--- src/rtl/arb_cfg_pkg.sv ---
package arb_cfg_pkg;
  localparam int PRIO_W       = 3;
  localparam int FIELD_STRIDE = 4;
  localparam int DATA_W       = 32;

  typedef enum logic [1:0] {
    PARK_FIXED = 2'b00,
    PARK_LAST  = 2'b01,
    PARK_LOWPW = 2'b10,
    PARK_RSVD  = 2'b11
  } park_mode_e;

  typedef enum logic [1:0] {
    SZ_BYTE = 2'b00,
    SZ_HALF = 2'b01,
    SZ_WORD = 2'b10
  } acc_size_e;

  localparam logic [3:0] OFS_PRIO = 4'h0;
  localparam logic [3:0] OFS_CTRL = 4'h4;
endpackage

--- src/rtl/arb_cfg_decode.sv ---
module arb_cfg_decode
  import arb_cfg_pkg::*;
#(
  parameter int ADDR_W = 4
) (
  input  logic [ADDR_W-1:0] addr,
  input  logic [1:0]        size,
  input  logic              super_mode,
  input  logic              rd,
  input  logic              wr,
  output logic              sel_prio,
  output logic              sel_ctrl,
  output logic              rule_ok
);
  always_comb begin
    sel_prio = (addr == ADDR_W'(OFS_PRIO));
    sel_ctrl = (addr == ADDR_W'(OFS_CTRL));
    rule_ok  = super_mode && (size == SZ_WORD) && (sel_prio || sel_ctrl) && !(rd && wr);
  end
endmodule

--- src/rtl/arb_prio_bank.sv ---
module arb_prio_bank
  import arb_cfg_pkg::*;
#(
  parameter int NUM_M = 4
) (
  input  logic                    clk,
  input  logic                    rst_n,
  input  logic                    wr_en,
  input  logic [DATA_W-1:0]       wdata,
  output logic                    dup_found,
  output logic [NUM_M*PRIO_W-1:0] prio_flat,
  output logic [DATA_W-1:0]       rdata
);
  logic [PRIO_W-1:0] prio_q [NUM_M];
  logic [PRIO_W-1:0] cand   [NUM_M];

  for (genvar m = 0; m < NUM_M; m++) begin : g_field
    assign cand[m] = wdata[m*FIELD_STRIDE +: PRIO_W];

    always_ff @(posedge clk or negedge rst_n) begin
      if (!rst_n)     prio_q[m] <= PRIO_W'(m);
      else if (wr_en) prio_q[m] <= cand[m];
    end

    assign prio_flat[m*PRIO_W +: PRIO_W] = prio_q[m];
  end

  always_comb begin
    dup_found = 1'b0;
    for (int i = 0; i < NUM_M; i++)
      for (int j = i + 1; j < NUM_M; j++)
        if (cand[i] == cand[j]) dup_found = 1'b1;
  end

  always_comb begin
    rdata = '0;
    for (int m = 0; m < NUM_M; m++)
      rdata[m*FIELD_STRIDE +: PRIO_W] = prio_q[m];
  end

  for (genvar i = 0; i < NUM_M; i++) begin : g_ui
    for (genvar j = i + 1; j < NUM_M; j++) begin : g_uj
      p_unique_levels_r4: assert property (@(posedge clk) disable iff (!rst_n)
        prio_q[i] != prio_q[j]);
    end
  end
endmodule

--- src/rtl/arb_ctrl_bank.sv ---
module arb_ctrl_bank
  import arb_cfg_pkg::*;
#(
  parameter int NUM_M = 4,
  localparam int MW = (NUM_M > 1) ? $clog2(NUM_M) : 1
) (
  input  logic              clk,
  input  logic              rst_n,
  input  logic              wr_en,
  input  logic [DATA_W-1:0] wdata,
  output logic              bad_value,
  output logic              lock_q,
  output logic              halt_q,
  output park_mode_e        mode_q,
  output logic [MW-1:0]     master_q,
  output logic [DATA_W-1:0] rdata
);
  park_mode_e    mode_in;
  logic [MW-1:0] master_in;

  assign mode_in   = park_mode_e'(wdata[5:4]);
  assign master_in = wdata[MW-1:0];
  assign bad_value = (mode_in == PARK_RSVD) || (32'(master_in) >= NUM_M);

  always_ff @(posedge clk or negedge rst_n) begin
    if (!rst_n) begin
      lock_q   <= 1'b0;
      halt_q   <= 1'b0;
      mode_q   <= PARK_FIXED;
      master_q <= '0;
    end else if (wr_en) begin
      lock_q   <= wdata[31];
      halt_q   <= wdata[30];
      mode_q   <= mode_in;
      master_q <= master_in;
    end
  end

  always_comb begin
    rdata            = '0;
    rdata[31]        = lock_q;
    rdata[30]        = halt_q;
    rdata[5:4]       = mode_q;
    rdata[MW-1:0]    = master_q;
  end

  p_lock_sticky_r9: assert property (@(posedge clk) disable iff (!rst_n)
    lock_q |=> lock_q);
  p_mode_legal_r8: assert property (@(posedge clk) disable iff (!rst_n)
    mode_q != PARK_RSVD);
endmodule

--- src/rtl/arb_cfg_regs.sv ---
module arb_cfg_regs
  import arb_cfg_pkg::*;
#(
  parameter int NUM_M  = 4,
  parameter int ADDR_W = 4,
  localparam int MW = (NUM_M > 1) ? $clog2(NUM_M) : 1
) (
  input  logic                    clk,
  input  logic                    rst_n,
  input  logic [ADDR_W-1:0]       bus_addr,
  input  logic [DATA_W-1:0]       bus_wdata,
  input  logic [1:0]              bus_size,
  input  logic                    bus_super,
  input  logic                    bus_rd,
  input  logic                    bus_wr,
  output logic                    rsp_valid,
  output logic [DATA_W-1:0]       rsp_rdata,
  output logic                    rsp_err,
  output logic [NUM_M*PRIO_W-1:0] prio_out,
  output logic                    lock,
  output logic                    halt_low,
  output logic [1:0]              park_mode,
  output logic [MW-1:0]           park_master
);
  logic              sel_prio, sel_ctrl, rule_ok;
  logic              dup_found, bad_value;
  logic              access, legal, wr_prio, wr_ctrl;
  logic [DATA_W-1:0] prio_rd, ctrl_rd;
  park_mode_e        mode_q;

  arb_cfg_decode #(.ADDR_W(ADDR_W)) u_dec (
    .addr(bus_addr), .size(bus_size), .super_mode(bus_super),
    .rd(bus_rd), .wr(bus_wr),
    .sel_prio(sel_prio), .sel_ctrl(sel_ctrl), .rule_ok(rule_ok)
  );

  always_comb begin
    access  = bus_rd || bus_wr;
    legal   = rule_ok && !(bus_wr && (lock || (sel_prio && dup_found) || (sel_ctrl && bad_value)));
    wr_prio = bus_wr && legal && sel_prio;
    wr_ctrl = bus_wr && legal && sel_ctrl;
  end

  arb_prio_bank #(.NUM_M(NUM_M)) u_prio (
    .clk(clk), .rst_n(rst_n), .wr_en(wr_prio), .wdata(bus_wdata),
    .dup_found(dup_found), .prio_flat(prio_out), .rdata(prio_rd)
  );

  arb_ctrl_bank #(.NUM_M(NUM_M)) u_ctrl (
    .clk(clk), .rst_n(rst_n), .wr_en(wr_ctrl), .wdata(bus_wdata),
    .bad_value(bad_value), .lock_q(lock), .halt_q(halt_low),
    .mode_q(mode_q), .master_q(park_master), .rdata(ctrl_rd)
  );

  assign park_mode = mode_q;

  always_ff @(posedge clk or negedge rst_n) begin
    if (!rst_n) begin
      rsp_valid <= 1'b0;
      rsp_err   <= 1'b0;
      rsp_rdata <= '0;
    end else begin
      rsp_valid <= access;
      rsp_err   <= access && !legal;
      rsp_rdata <= (bus_rd && legal) ? (sel_prio ? prio_rd : ctrl_rd) : '0;
    end
  end

  p_err_in_rsp_r3: assert property (@(posedge clk) disable iff (!rst_n)
    rsp_err |-> rsp_valid);
  p_rsp_follows_req_r3: assert property (@(posedge clk) disable iff (!rst_n)
    (bus_rd || bus_wr) |=> rsp_valid);
  p_locked_frozen_r10: assert property (@(posedge clk) disable iff (!rst_n)
    (lock && bus_wr) |=> ($stable(prio_out) && $stable(halt_low) && $stable(park_mode) && $stable(park_master)));
  p_user_no_change_r5: assert property (@(posedge clk) disable iff (!rst_n)
    (bus_wr && !bus_super) |=> ($stable(prio_out) && $stable(lock) && $stable(park_mode)));
endmodule

--- config.mk ---
export PLATFORM = sky130hd
export DESIGN_NAME = arb_cfg_regs
export DESIGN_NICKNAME = d
export VERILOG_FILES = /design/src/rtl/arb_cfg_pkg.sv /design/src/rtl/arb_cfg_decode.sv /design/src/rtl/arb_prio_bank.sv /design/src/rtl/arb_ctrl_bank.sv /design/src/rtl/arb_cfg_regs.sv
export SDC_FILE = /design/constraint.sdc
export NUM_CORES = 1
export LEC_CHECK = 0
export ABC_AREA = 0
export BUFFER_PORTS_ARGS = -buffer_cell sky130_fd_sc_hd__buf_4
export CAP_MARGIN = 40
export CORE_UTILIZATION = 52
export DETAILED_ROUTE_END_ITERATION = 16
export GPL_TIMING_DRIVEN = 1
export PLACE_DENSITY = 0.82
export REMOVE_ABC_BUFFERS = 1
export SETUP_SLACK_MARGIN = 0.2
export SYNTH_ARGS = -nofsm -noshare
export SYNTH_HDL_FRONTEND = slang
export SYNTH_HIERARCHICAL = 1
export SYNTH_SLANG_ARGS = --single-unit
--- constraint.sdc ---
create_clock -name clk -period 2 [get_ports clk]
set_input_delay 0.3 -clock clk [delete_from_list [all_inputs] [get_ports clk]]
set_output_delay 0.3 -clock clk [all_outputs]
set_load 0.02 [all_outputs]
# == Yosys cells after proc, flatten, opt, wreduce, memory -nomap -nowiden ==
# Cells that the tools add are included.
# totals
ff_bits,52
input_bits,43
elab_cells,49
# op_classes
n_reduce_logical,21
n_eq_ne,9
mux,8
# ops
operator,n
$mux 32,2
$eq 3x3->1,6
$logic_and 1x1->1,13
$mux 1,6
$eq 2x2->1 const B,2
$eq 4x3->1 const B,1
$logic_not 4->1,1
$logic_or 1x1->1,4
$logic_not 1->1,3

# == Longest topological paths before layout ==
# logic_depth
depth_word,15
depth_mapped,9
mapped_depth_nobuf,8

# == Modules after synthesis ==
# The synthesis kept the hierarchy.
# modules_own_cells
module,area_per_inst_um2,instances,seq_area_each_um2,cells_per_inst
arb_cfg_regs,1445.1,1,850.8,119
arb_prio_bank,885.8,1,305.3,83
arb_ctrl_bank,501.7,1,150.1,47
arb_cfg_decode,42.5,1,0.0,6

# == Worst setup path after synthesis ==
# No wires, ideal clock.
# synth_timing
kind,input to register
from,input port bus_addr[1]
to,register u_prio.prio_q (netlist bit u_prio/prio_flat[11])
t_arrival_ps,1973
path_stages,8
setup_slack_ps,-98
required_time_ps,1875
path_cell_list,or3_4 > nor2_1 > buf_4 > buf_2 > nand2_1 > nor2_1 > buf_2 > mux2_2
# synth_between
elab_chain_cells,9
# synth_rtl
item,line,source
from (decl),arb_cfg_regs.sv:10,"input logic [ADDR_W-1:0] bus_addr,"
$logic_not 4->1 *,arb_cfg_decode.sv:16,sel_prio = (addr == ADDR_W'(OFS_PRIO));
named net sel_prio,arb_cfg_regs.sv:25,"logic sel_prio, sel_ctrl, rule_ok;"
$logic_and 1x1->1,arb_cfg_regs.sv:39,legal = rule_ok && !(bus_wr && (lock || (sel_prio && dup_found) || (sel_ctrl && bad_value)));
$logic_or 1x1->1 (2 in a row),arb_cfg_regs.sv:39,
$logic_and 1x1->1,arb_cfg_regs.sv:39,
$logic_not 1->1,arb_cfg_regs.sv:39,
$logic_and 1x1->1,arb_cfg_regs.sv:39,
$logic_and 1x1->1,arb_cfg_regs.sv:40,wr_prio = bus_wr && legal && sel_prio;
$logic_and 1x1->1 *,arb_cfg_regs.sv:40,
named net wr_prio,arb_cfg_regs.sv:27,"logic access, legal, wr_prio, wr_ctrl;"
"to (signal, indexed assignment)",arb_prio_bank.sv:21,if (!rst_n) prio_q[m] <= PRIO_W'(m);
"to (signal, indexed assignment)",arb_prio_bank.sv:22,else if (wr_en) prio_q[m] <= cand[m];
to (decl),arb_prio_bank.sv:14,logic [PRIO_W-1:0] prio_q [NUM_M];
# The timed path passes the listed nets; every way through them passes the cells marked *.
# A chain may end at the register's enable or synchronous reset.

# == Worst setup path after layout ==
# layout_timing
from,input port bus_addr[1]
to,register u_prio.prio_q (netlist bit u_prio/prio_flat[1])
# layout_lines
item,line,source
$eq 4x3->1 or $logic_not 4->1 (tied branches),"arb_cfg_decode.sv:17, arb_cfg_decode.sv:16",
$logic_or 1x1->1 *,arb_cfg_decode.sv:18,rule_ok = super_mode && (size == SZ_WORD) && (sel_prio || sel_ctrl) && !(rd && wr);
$logic_and 1x1->1 * (2 in a row),arb_cfg_decode.sv:18,
named net rule_ok,arb_cfg_regs.sv:25,
$logic_and 1x1->1 *,arb_cfg_regs.sv:39,
$logic_and 1x1->1 * (2 in a row),arb_cfg_regs.sv:40,
named net wr_prio,arb_cfg_regs.sv:27,
# Marks and branches as above.

==> impl_metrics.py <==
metrics = {
    "worst_setup_path": {
        "regToRegStartpoint": "u_ctrl/lock_q",
        "crit_path_end_kind": "register",
        "rrSetupSlack_ns": 0.48,
        "crit_family": "simple AND/OR/NAND/NOR gates",
        "critical_path_required_ns": 2.19,
        "worstPathCellList": "buf_4 > or3_4 > a211oi_4 > and2b_2 > nand3_1 > nor2_2 > buf_4 > mux2_2",
        "r2r_end": "rsp_rdata[8]",
        "slowest_stage": "or3_4",
        "setup.worst_path.start_class": "input pin",
        "critPathMaxFanout": 5,
        "timing.reg2reg.worst_path_depth": 4,
        "slowest_delay_ns": 0.39,
        "critical_path_class": "in2reg",
        "cp.buffers_inverters": 2,
        "signal_arrival_time_at_the_worst_endpoint_ns": 1.95,
        "worst_path_most_repeated_cell": "buf_4",
    },
    "yosys": {
        "syn_area_per_cell_sq_um": 11.3,
        "synth.cell_area_sq_um": 2880,
        "post_synth_num_cell_types": 28,
        "synth_cells": 255,
        "synth_sequential_area_ratio": 0.454,
        "yosys_warnings": 6,
        "yosys_register_bits": 52,
    },
    "power": {
        "vdd.ir_drop.worst_mv": 0.368,
        "design_power_total_mw": 1.99,
        "leakagePower_nw": 1.67,
        "cellPowerDensity_nw_per_um2": 592,
    },
    "route": {
        "route.final.wire_length_microns": 4660,
        "vias_per_cell": 4.44,
        "drt-initial-drc-count": 36,
        "wire_per_inst_microns": 12.0,
        "drt.antenna.violating_nets": 0,
        "dr_pass1_iterations": 4,
        "num_vias": 1730,
        "total_drc_errors_in_the_routed_layout": 0,
    },
    "clocking": {
        "clkLatencyLatePin_ns": 0.30,
        "cts_sinks": 52,
        "cts_hold_buffers": 0,
        "clock-root-buffer": "clkbuf_8",
        "cts_inserted_buffers": 5,
        "tritoncts": "built",
        "cts-htree-levels": 2,
        "clk_path_buf_depth": 2,
        "worst_setup_hold_path_clk_slew_ns": 0.09,
    },
    "final_layout": {
        "design_area_sq_um": 3360,
        "diodes": 0,
        "drive_above_1_share": 0.388,
        "finalNetCount": 362,
        "finalCoreUtilization": 0.645,
        "final.fill_count": 420,
        "area_delta_synth_final_pct": 16.7,
        "multiInputGateArea_sq_um": 1200,
        "sequential_cell_area_sq_um": 1310,
    },
    "global_routing": {
        "grt_start_max_net_pins": 53,
        "globalRouteTotalUtil": 0.170,
        "grt_pass1_wl_microns": 7950,
        "vias_in_the_first_global_route": 1746,
        "overflow": 0,
        "grt_antenna_before_repair": 0,
    },
    "sta": {
        "grt_setup_unrepaired": "yes",
        "slew_violations": 0,
        "timing.clock.skew_ns": 0.00840,
        "setup_violations": 0,
        "timing.final.crit_share": 0.879,
        "finalCriticalPeriod_ns": 1.76,
        "clock.fmax_ghz": 0.569,
        "hold_viol": 0,
        "worst_slew_margin_rel": 0.572,
        "tightest_slew_ns": 0.642,
    },
    "floorplan": {
        "initial_utilization": 0.552,
        "rows": 26,
        "die-width_microns": 76.4,
        "floorplan.die_area_sq_um": 5830,
        "floorplan.core_area_sq_um": 5200,
        "die_height_microns": 76.4,
        "num_io_pins": 95,
    },
    "placed_design": {
        "portBuffers": 76,
        "place_area_sq_um": 3220,
        "gp_congestion": 0.721,
        "dpl.hpwl_microns": 3350,
    },
    "worst_hold_path": {
        "worstHoldPathType": "in2async",
    },
    "flow_run": {
        "max_cap_viol_count": 0,
    },
    "run_status": {
        "run_status": "finished clean",
    },
}
==> area by class of cell <==
cell class | instances | share of cell area
Multi-Input combinational cell | 173 | 0.358
Clock buffer | 6 | 0.0216
Timing Repair Buffer | 86 | 0.194
Sequential cell | 52 | 0.389
Clock inverter | 2 | 0.0104
Inverter | 1 | 0.00112
Tap cell | 70 | 0.0261
==> power by group <==
part / switching, mW / internal (mW) / total [mW]
clock: 0.333 / 0.372 / 0.705
combinational: 0.119 / 0.0980 / 0.217
sequential: 0.00437 / 1.06 / 1.06
==> state kept, by name, summed over array words and instances (netlist names) <==
| register | flops |
|---|---|
| u_ctrl/mode_q | 2 |
| rsp_err | 1 |
| u_ctrl/master_q | 2 |
| rsp_rdata | 32 |
| u_prio/prio_flat | 12 |
| rsp_valid | 1 |
| u_ctrl/lock_q | 1 |
| u_ctrl/halt_q | 1 |
==> cell usage after synthesis <==
master / count / area (sq um)
nor3_1: 4 / 20.0
conb_1: 2 / 7.51
nand2_1: 4 / 15.0
and2b_1: 1 / 7.51
or3_4: 1 / 11.3
buf_6: 4 / 45.0
inv_1: 1 / 3.75
and2_1: 1 / 6.26
a211oi_2: 1 / 12.5
mux2_2: 12 / 135
a41oi_4: 1 / 27.5
xnor2_1: 9 / 78.8
nand2b_1: 1 / 6.26
mux2_4: 6 / 90.1
nand3b_1: 1 / 7.51
nor2_1: 35 / 131
dfrtp_1: 48 / 1200
buf_4: 65 / 488
nand2_2: 1 / 6.26
or2_2: 1 / 6.26
a31oi_1: 3 / 18.8
xor2_1: 9 / 78.8
and3_1: 1 / 6.26
nand3_1: 2 / 10.0
dfstp_2: 4 / 105
buf_2: 4 / 20.0
and3b_1: 1 / 8.76
mux2i_1: 32 / 320
==> per-stage QoR <==
step           setup TNS (ns)  instances  hold WS [ns]  setup WS (ns)
2_1_floorplan          -60.75        226       0.00441          -1.94
3_3_place_gp            -2.95        381         0.366         -0.184
3_5_place_dp            -3.24        381         0.372         -0.192
4_1_cts                     0        390        0.0458          0.202
5_1_grt                     0        390        0.0733          0.193
6_report                    0        390        0.0336          0.242
==> worst max path at each step <==
stage | from | end | cells after the start
2_1_floorplan | bus_addr[1] | u_prio/prio_flat[0] | 5
3_3_place_gp | bus_addr[1] | u_ctrl/lock_q | 8
3_5_place_dp | bus_addr[1] | u_ctrl/lock_q | 8
4_1_cts | bus_addr[1] | u_prio/prio_flat[6] | 8
5_1_grt | bus_addr[1] | u_prio/prio_flat[1] | 8
6_report | bus_addr[1] | u_prio/prio_flat[1] | 8
==> metal layers <==
| metal | up-vias | global-route usage | part of all wire |
|---|---|---|---|
| met5 | - | 0 | 0 |
| met4 | 0 | 0.0423 | 0.0049 |
| met3 | 4 | 0.0383 | 0.065 |
| met2 | 58 | 0.321 | 0.51 |
| met1 | 825 | 0.192 | 0.42 |
| li1 | 843 | - | - |
==> what timing repair did <==
action	in CTS	in global routing
setup endpoints to repair	18	28
endpoints found under the hold margin	0	0
gates resized for setup	3	2
pin swaps	0	3
setup buffers	1	0
==> cell usage in the layout, fill, tap and decap left out, drive strengths merged, types with 2 or more instances in the layout <==
cell	count
a31oi	3
buf	86
clkbuf	6
conb	46
dfrtp	48
dfstp	4
mux2	18
mux2i	32
nand2	5
nand3	2
nor2	35
nor3	4
xnor2	9
xor2	9
==> kinds of logic (layout without fill, tap and decap cells) <==
group                  after synthesis  after routing  share of synthesized area
multiplexers                        50             50                      0.190
AO/OA/AOI/OAI                        5              5                     0.0205
other                                2             46                    0.00261
flip-flops                          52             52                      0.454
buffers and inverters               74             95                      0.194
AND/OR/NAND/NOR                     54             54                     0.0844
XOR/XNOR                            18             18                     0.0548
==> worst reg2reg max path: stages, from the launching register on <==
cell and delay, ns:
dfrtp_1 0.40, and2b_2 0.25, buf_4 0.14, a41oi_4 0.48, nor2_1 0.11
Power figures use the tool's default switching activity.
